$ cat src/rtl/evt_combiner_pkg.sv
package evt_combiner_pkg;

    localparam int FUNC_W = 3;

    typedef enum logic [FUNC_W-1:0] {
        FN_RAW    = 3'd0,
        FN_SET    = 3'd1,
        FN_CLR    = 3'd2,
        FN_EMASK  = 3'd3,
        FN_ESTAT  = 3'd4,
        FN_XMASK  = 3'd5,
        FN_XSTAT  = 3'd6,
        FN_ASSERT = 3'd7
    } reg_func_e;

endpackage

$ cat src/rtl/evt_edge_detect.sv
module evt_edge_detect #(
    parameter int WIDTH = 128
) (
    input  logic             clk,
    input  logic             rst_n,
    input  logic [WIDTH-1:0] level_in,
    output logic [WIDTH-1:0] rise_o
);

    typedef struct packed {
        logic [WIDTH-1:0] prev;
    } edge_st_t;

    edge_st_t st_d, st_q;

    always_comb begin
        st_d      = st_q;
        st_d.prev = level_in;
        rise_o    = level_in & ~st_q.prev;
    end

    always_ff @(posedge clk or negedge rst_n) begin
        if (!rst_n) st_q <= '0;
        else        st_q <= st_d;
    end

endmodule

$ cat src/rtl/evt_flag_group.sv
module evt_flag_group #(
    parameter int GROUP_W = 32
) (
    input  logic               clk,
    input  logic               rst_n,
    input  logic [GROUP_W-1:0] set_in,
    input  logic               sw_set_we,
    input  logic               sw_clr_we,
    input  logic               emask_we,
    input  logic               xmask_we,
    input  logic [GROUP_W-1:0] wdata,
    output logic [GROUP_W-1:0] flag_o,
    output logic [GROUP_W-1:0] emask_o,
    output logic [GROUP_W-1:0] xmask_o,
    output logic               irq_o
);

    typedef struct packed {
        logic [GROUP_W-1:0] flag;
        logic [GROUP_W-1:0] emask;
        logic [GROUP_W-1:0] xmask;
        logic               irq;
    } grp_st_t;

    grp_st_t st_d, st_q;
    logic [GROUP_W-1:0] clr_bits;
    logic [GROUP_W-1:0] swset_bits;

    always_comb begin
        st_d       = st_q;
        clr_bits   = sw_clr_we ? wdata : '0;
        swset_bits = sw_set_we ? wdata : '0;
        // the set terms are applied after the clear, so a set always wins
        st_d.flag  = (st_q.flag & ~clr_bits) | set_in | swset_bits;
        if (emask_we) st_d.emask = wdata;
        if (xmask_we) st_d.xmask = wdata;
        st_d.irq   = |(st_q.flag & ~st_q.emask);
    end

    always_ff @(posedge clk or negedge rst_n) begin
        if (!rst_n) begin
            st_q.flag  <= '0;
            st_q.emask <= '1;
            st_q.xmask <= '1;
            st_q.irq   <= 1'b0;
        end else begin
            st_q <= st_d;
        end
    end

    assign flag_o  = st_q.flag;
    assign emask_o = st_q.emask;
    assign xmask_o = st_q.xmask;
    assign irq_o   = st_q.irq;

    AST_SET_WINS: assert property (@(posedge clk) disable iff (!rst_n)
        (|set_in) |=> ((flag_o & $past(set_in)) == $past(set_in)));

    AST_CLEAR_TAKES: assert property (@(posedge clk) disable iff (!rst_n)
        sw_clr_we |=> ((flag_o & $past(wdata & ~set_in)) == '0));

    AST_FLAG_STICKY: assert property (@(posedge clk) disable iff (!rst_n)
        !sw_clr_we |=> ((flag_o & $past(flag_o)) == $past(flag_o)));

    AST_IRQ_RISES: assert property (@(posedge clk) disable iff (!rst_n)
        (|(flag_o & ~emask_o)) |=> irq_o);

    AST_IRQ_QUIET: assert property (@(posedge clk) disable iff (!rst_n)
        !(|(flag_o & ~emask_o)) |=> !irq_o);

endmodule

$ cat src/rtl/evt_combiner.sv
module evt_combiner
    import evt_combiner_pkg::*;
#(
    parameter int NUM_GROUPS = 4,
    parameter int GROUP_W    = 32,
    parameter int GRP_AW     = $clog2(NUM_GROUPS),
    parameter int ADDR_W     = FUNC_W + GRP_AW
) (
    input  logic                          clk,
    input  logic                          rst_n,
    input  logic [NUM_GROUPS*GROUP_W-1:0] evt_in,
    input  logic                          bus_we,
    input  logic [ADDR_W-1:0]             bus_addr,
    input  logic [GROUP_W-1:0]            bus_wdata,
    output logic [GROUP_W-1:0]            bus_rdata,
    output logic [NUM_GROUPS-1:0]         grp_irq
);

    localparam int NUM_EVT = NUM_GROUPS * GROUP_W;
    localparam int EVT_AW  = $clog2(NUM_EVT);

    reg_func_e           func;
    logic [GRP_AW-1:0]   grp;
    logic                grp_ok;
    logic [NUM_EVT-1:0]  hw_rise;
    logic [NUM_EVT-1:0]  assert_vec;
    logic [NUM_EVT-1:0]  flag_flat;
    logic [EVT_AW-1:0]   assert_num;
    logic [GROUP_W-1:0]  flag_a  [NUM_GROUPS];
    logic [GROUP_W-1:0]  emask_a [NUM_GROUPS];
    logic [GROUP_W-1:0]  xmask_a [NUM_GROUPS];

    assign func       = reg_func_e'(bus_addr[ADDR_W-1 -: FUNC_W]);
    assign grp        = bus_addr[GRP_AW-1:0];
    assign grp_ok     = (32'(grp) < NUM_GROUPS);
    assign assert_num = bus_wdata[EVT_AW-1:0];

    always_comb begin
        assert_vec = '0;
        if (bus_we && func == FN_ASSERT && 32'(assert_num) < NUM_EVT)
            assert_vec[assert_num] = 1'b1;
    end

    evt_edge_detect #(.WIDTH(NUM_EVT)) u_edge (
        .clk      (clk),
        .rst_n    (rst_n),
        .level_in (evt_in),
        .rise_o   (hw_rise)
    );

    for (genvar g = 0; g < NUM_GROUPS; g++) begin : g_grp
        logic sel;
        assign sel = bus_we && grp_ok && (32'(grp) == g);

        evt_flag_group #(.GROUP_W(GROUP_W)) u_grp (
            .clk       (clk),
            .rst_n     (rst_n),
            .set_in    (hw_rise[g*GROUP_W +: GROUP_W] | assert_vec[g*GROUP_W +: GROUP_W]),
            .sw_set_we (sel && func == FN_SET),
            .sw_clr_we (sel && func == FN_CLR),
            .emask_we  (sel && func == FN_EMASK),
            .xmask_we  (sel && func == FN_XMASK),
            .wdata     (bus_wdata),
            .flag_o    (flag_a[g]),
            .emask_o   (emask_a[g]),
            .xmask_o   (xmask_a[g]),
            .irq_o     (grp_irq[g])
        );

        assign flag_flat[g*GROUP_W +: GROUP_W] = flag_a[g];
    end

    always_comb begin
        bus_rdata = '0;
        if (grp_ok) begin
            case (func)
                FN_RAW:   bus_rdata = flag_a[grp];
                FN_EMASK: bus_rdata = emask_a[grp];
                FN_ESTAT: bus_rdata = flag_a[grp] & ~emask_a[grp];
                FN_XMASK: bus_rdata = xmask_a[grp];
                FN_XSTAT: bus_rdata = flag_a[grp] & ~xmask_a[grp];
                default:  bus_rdata = '0;
            endcase
        end
    end

    AST_RESET_STATE: assert property (@(posedge clk) disable iff (!rst_n)
        $rose(rst_n) |-> (flag_flat == '0 && grp_irq == '0));

    AST_ASSERT_SETS: assert property (@(posedge clk) disable iff (!rst_n)
        (bus_we && func == FN_ASSERT) |=> flag_flat[$past(assert_num)]);

    AST_EDGE_SETS: assert property (@(posedge clk) disable iff (!rst_n)
        (|hw_rise) |=> ((flag_flat & $past(hw_rise)) == $past(hw_rise)));

endmodule

$ cat config.mk
export PLATFORM = sky130hd
export DESIGN_NAME = evt_combiner
export DESIGN_NICKNAME = d
export VERILOG_FILES = /design/src/rtl/evt_combiner_pkg.sv /design/src/rtl/evt_edge_detect.sv /design/src/rtl/evt_flag_group.sv /design/src/rtl/evt_combiner.sv
export SDC_FILE = /design/constraint.sdc
export NUM_CORES = 1
export LEC_CHECK = 0
export BUFFER_PORTS_ARGS = -buffer_cell sky130_fd_sc_hd__buf_2
export CAP_MARGIN = 5
export CORE_ASPECT_RATIO = 0.9
export CORE_MARGIN = 3
export CORE_UTILIZATION = 40
export DETAILED_ROUTE_END_ITERATION = 10
export HOLD_SLACK_MARGIN = 0.08
export SLEW_MARGIN = 20
export SYNTH_ARGS = -nofsm -noshare
export SYNTH_HDL_FRONTEND = slang
export SYNTH_SLANG_ARGS = --single-unit
$ cat constraint.sdc
create_clock -name clk -period 4.98 [get_ports clk]
set_input_delay 0.747 -clock clk [delete_from_list [all_inputs] [get_ports clk]]
set_output_delay 0.747 -clock clk [all_outputs]
set_load 0.005 [all_outputs]
Word level (Yosys, flattened, before mapping)
Index checks and enable logic that the tools add are counted.

Input port bits: 168. Logic and storage cells: 114. Register bits after elaboration: 516.

Multiplexer cells: 21. Reduce and logical (&&, ||, !) cells: 28. Bitwise gates (word level): 35. Equality and inequality tests: 10. $lt $le $gt $ge: 3.

Operators with widths (number): $mux W32 (14); $or A32 B32 Y32 (12); $and A32 B32 Y32 (10); $not A32 Y32 (10); $bmux W32 S2 (3); $pmux W32 S5 (1); $and A128 B128 Y128 (1); $mux W128 (1); $not A128 Y128 (1); $reduce_or A32 Y1 (4); $logic_and A1 B1 Y1 (22); $eq A3 B3 Y1 const B (4); $lt A7 B8 Y1 const B (1); $demux W1 S7 (1); $ge A7 B1 Y1 const B (1); $eq A3 B2 Y1 const B (2); $eq A2 B2 Y1 const B (2); $eq A3 B1 Y1 const B (1); $ge A3 B3 Y1 const B (1); $logic_not A3 Y1 (1); $not A2 Y3 (1); $eq A2 B1 Y1 const B (1); $logic_not A2 Y1 (1); $mux W1 (1).

Longest topological paths before layout
Depth after elaboration: 8. Gate-level depth with buffers: 7.

By module
Synthesis repeated with hierarchy kept, for this count alone.

Cells, all modules: 1961. Area total of the unflattened synthesis: 26045.0 µm².

Modules (own cells, without submodules): evt_flag_group (sequential area each 2507.4 µm², cells each 292, instances 4, area each 4023.9 µm²); evt_combiner (sequential area each 0.0 µm², cells each 537, instances 1, area each 4984.8 µm²); evt_edge_detect (sequential area each 3203.1 µm², cells each 256, instances 1, area each 4964.8 µm²).

Worst setup path after synthesis
No wires, ideal clock.

Path type: input to output. Start: in bus_addr[0]. End: out bus_rdata[20]. Stages: 5. Buffers on the path: 2. Arrival: 1997 ps. Setup slack: 2236 ps. Path through: buf_6 buf_2 mux4_2 a22oi_1 nand4_1.

Word-level cells in the longest chain between the ends: 7.

RTL lines: start, declared (RTL line evt_combiner.sv:13) `input logic [ADDR_W-1:0] bus_addr,`; $not A2 Y3 (implied by the code) (*); $bmux W32 S2 (on tied branches); $mux W32 (on tied branches) (2 in series); $not A32 Y32 (on tied branches) (RTL line evt_combiner.sv:81, evt_combiner.sv:79); $and A32 B32 Y32 (on tied branches) (RTL line evt_combiner.sv:81, evt_combiner.sv:79); $pmux W32 S5 (*) (RTL line evt_combiner.sv:76) `case (func)`; end, declared (RTL line evt_combiner.sv:15) `output logic [GROUP_W-1:0] bus_rdata,`.

Mark *: on every way between the ends. The rest lies on a longest branch, timed or not. The select of a mux whose other input is x is not followed.

Worst setup path in the final report
Start: in bus_addr[0]. End: out bus_rdata[9].

Same word-level chain as after synthesis.

==> flow_summary.yaml <==
setup_path:
  critical_path_class: "primary input to output pin"
  cp_cell_sequence: "buf_6, buf_4, mux4_2, a22oi_1, nand4_1, buf_2"
  critical_path_arrival_ns: 3.27
  critPathMaxStageDelay_ns: 0.70
  crit_required_ns: 4.23
  critPathLaunchType: "primary input"
  endpoint_kind: "output pin"
  slowest_stage: "buf_6"
  cp_max_fo: 67
yosys:
  yosysUniqueCellTypes: 40
  muxShareOfSynthArea: 0.190
  yosysWarnings: 0
  synth_compound_area_frac: 0.125
  synthSimpleGateAreaFrac: 0.0899
  synth-async-reset-ratio: 1.00
  synthXorXnorAreaFrac: 0
  synth_edf_count: 0
  syn_inst: 2039
  synth.cell_area_um2: 24700
  synthFlopType: "dfrtp_1"
  synth_top_family_by_area: "multiplexers"
  synth-seq-cells: 516
  synth_nets: 2207
  synthAdderAreaFrac: 0
  synth_seq_area_share: 0.535
  syn_area_per_cell_um2: 12.1
layout:
  drive_above_1_share: 0.414
  fillCellCount: 5462
  multiInputGateArea_um2: 10100
  layout.nets: 2356
  synthToLayoutAreaGrowth_pct: 14.4
  regArea_um2: 13200
global_route:
  grt.total_usage: 0.286
  grt_max_degree: 98
  grt_overflow: 0
  antenna_found_initial: 10
  first_global_vias: 18778
  grt_pass1_wl_um: 134000
timing:
  relSlewSlack: 0.177
  rsz0062_at_grt: "false"
  finalHoldViolations: 0
  min_period_ns: 4.02
  fin_skew_ns: 0.0131
  tns_ns: 0
  setup_ws_ns: 0.958
  period_share: 0.808
  worst_slew_pin_slew_ns: 1.23
  report.final.setup_viol: 0
  final-max-slew-violation-count: 0
  timing.fmax_mhz: 249
detailed_routing:
  drc_errors: 0
  drtIter0Drc: 2382
  firstDrtPassIters: 8
  drt-total-wl_um: 93600
  wire_per_inst_um: 31.0
  vias_per_cell: 6.21
  num_vias: 18742
  ant_nets: 0
power:
  power_mw: 11.1
  clockPowerShare: 0.379
  irDropWorstVdd_mv: 0.239
  p_leak_nw: 11.9
  swShare: 0.265
  intPower_mw: 8.13
  p_sw_mw: 2.94
  power_density_nw_per_um2: 391
  p_seq_frac: 0.486
  p_comb_frac: 0.135
clocking:
  cts_resized: 0
  cts_tree: "yes"
  clock_path_buffers: 3
  clkTransAtPathRegs_ns: 0.06
  post_cts_buffers: 0
  cts_hold_buf: 0
  clkSinkCount: 516
  htree_levels: 2
  cts_made_buffers: 54
  clock_latency_ns: 0.61
  cts-root-buf: "clkbuf_16"
min_path:
  min_path_type: "primary input to async pin"
job:
  drv_cap: 0
die:
  io_pins: 204
  start_util: 0.409
  coreArea_um2: 60500
  die_w_um: 268
  fp.dieH_um: 242
  rows: 85
  die_area_um2: 64900
placed_design:
  dp_hpwl_um: 65000
  io_buffers: 203
  place_congestion: 0.958
  place_ws_ns: 0.960
run_status:
  status: "finished clean"
==> cell families (layout without fill, tap and decap cells) <==
group | after synthesis | after routing
flops | 516 | 516
compound gates | 472 | 472
other cells | 0 | 2
simple gates | 393 | 393
buf+inv | 344 | 538
mux | 314 | 314
==> path summary, 6_finish.rpt <==
check	slack [ns]	cells after the start	start	end
max in group asynchronous	3.63	2	rst_n	g_grp[1].u_grp.emask_o[23]$_DFFE_PN1P_
min in group clk	0.25	1	evt_in[62]	u_edge.st_q[62]$_DFF_PN0_
worst max register to register	2.73	3	g_grp[0].u_grp.emask_o[24]$_DFFE_PN1P_	g_grp[0].u_grp.irq_o$_DFF_PN0_
worst max-delay path	0.96	6	bus_addr[0]	bus_rdata[9]
worst min register to register	0.48	2	g_grp[0].u_grp.xmask_o[6]$_DFFE_PN1P_	g_grp[0].u_grp.xmask_o[6]$_DFFE_PN1P_
worst min-delay path	0.19	1	rst_n	u_edge.st_q[59]$_DFF_PN0_
==> area by class of cell <==
class / count / share of cell area
sequential: 516 / 0.468
multi-input combinational: 1179 / 0.357
clock buffer: 76 / 0.0553
timing repair buffer: 244 / 0.0510
tap: 783 / 0.0346
inverter: 193 / 0.0256
clock inverter: 25 / 0.00889
antenna: 2 / 0.000177
==> per-stage QoR <==
| step | hold WS [ns] | cells | utilization | cell area, µm² |
|---|---|---|---|---|
| finish | 0.193 | 3018 | 0.468 | 28300 |
| global route | 0.229 | 3018 | 0.468 | 28300 |
| CTS | 0.209 | 3016 | 0.467 | 28300 |
| detailed placement | 0.474 | 2915 | 0.437 | 26500 |
| global placement | 0.470 | 2915 | 0.437 | 26500 |
| floorplan | 0.451 | 2039 | - | 24700 |
==> synth_stat cells, drive strengths merged (6+ instances only) <==
library cell | instances | area, µm²
a21o | 10 | 75.1
a21oi | 82 | 410
a221o | 42 | 420
a22oi | 32 | 240
buf | 72 | 460
clkbuf | 79 | 297
dfrtp | 260 | 6510
dfstp | 256 | 6730
inv | 193 | 724
mux2 | 218 | 2540
mux4 | 96 | 2160
nand2 | 133 | 499
nand3 | 9 | 45.0
nand3b | 66 | 495
nand4 | 37 | 231
nor2 | 16 | 60.1
nor2b | 87 | 544
nor4 | 18 | 113
o211ai | 82 | 616
o21ai | 114 | 571
o22ai | 85 | 532
o2bb2ai | 21 | 184
or2 | 6 | 37.5
==> worst max-delay path: cells and delay by family <==
kind	cells	cell delay, ns
buf+inv	3	1.39
mux	1	0.59
compound gates	1	0.22
simple gates	1	0.20
==> power by group through the flow <==
stage	sequential, mW	clock [mW]	combinational (mW)
final	5.38	4.20	1.50
after CTS	5.35	4.27	1.49
after global routing	5.41	4.45	1.61
after detailed placement	5.42	0	1.49
after floorplan	5.21	0	0.977
after global placement	5.40	0	1.45
==> cell usage in the layout (no fill, tap or decap), drive strengths merged, types with 6 or more instances in the layout <==
master	n
nand2	133
a21o	10
mux4	96
nand3	9
or2	6
a221o	42
o22ai	85
o211ai	82
nand4	37
inv	198
dfstp	256
a21oi	82
nand3b	66
nor4	18
o21ai	114
o2bb2ai	21
mux2	218
clkbuf	76
nor2b	87
buf	244
nor2	16
clkinv	14
a22oi	32
dfrtp	260
==> flip-flops by register name (all words and copies together), names as in the netlist <==
name	cells
g_grp.u_grp.emask_o	128
g_grp.u_grp.flag_o	128
g_grp.u_grp.xmask_o	128
g_grp.u_grp.irq_o	4
u_edge.st_q	128
==> metal layers <==
| layer | part of all wire | global-route usage | up-vias |
|---|---|---|---|
| li1 | - | - | 7722 |
| met1 | 0.40 | 0.389 | 9752 |
| met2 | 0.45 | 0.437 | 1012 |
| met3 | 0.10 | 0.0750 | 242 |
| met4 | 0.043 | 0.112 | 14 |
| met5 | 0.00099 | 0 | - |
Note: power is estimated with default switching activity, not from simulation.
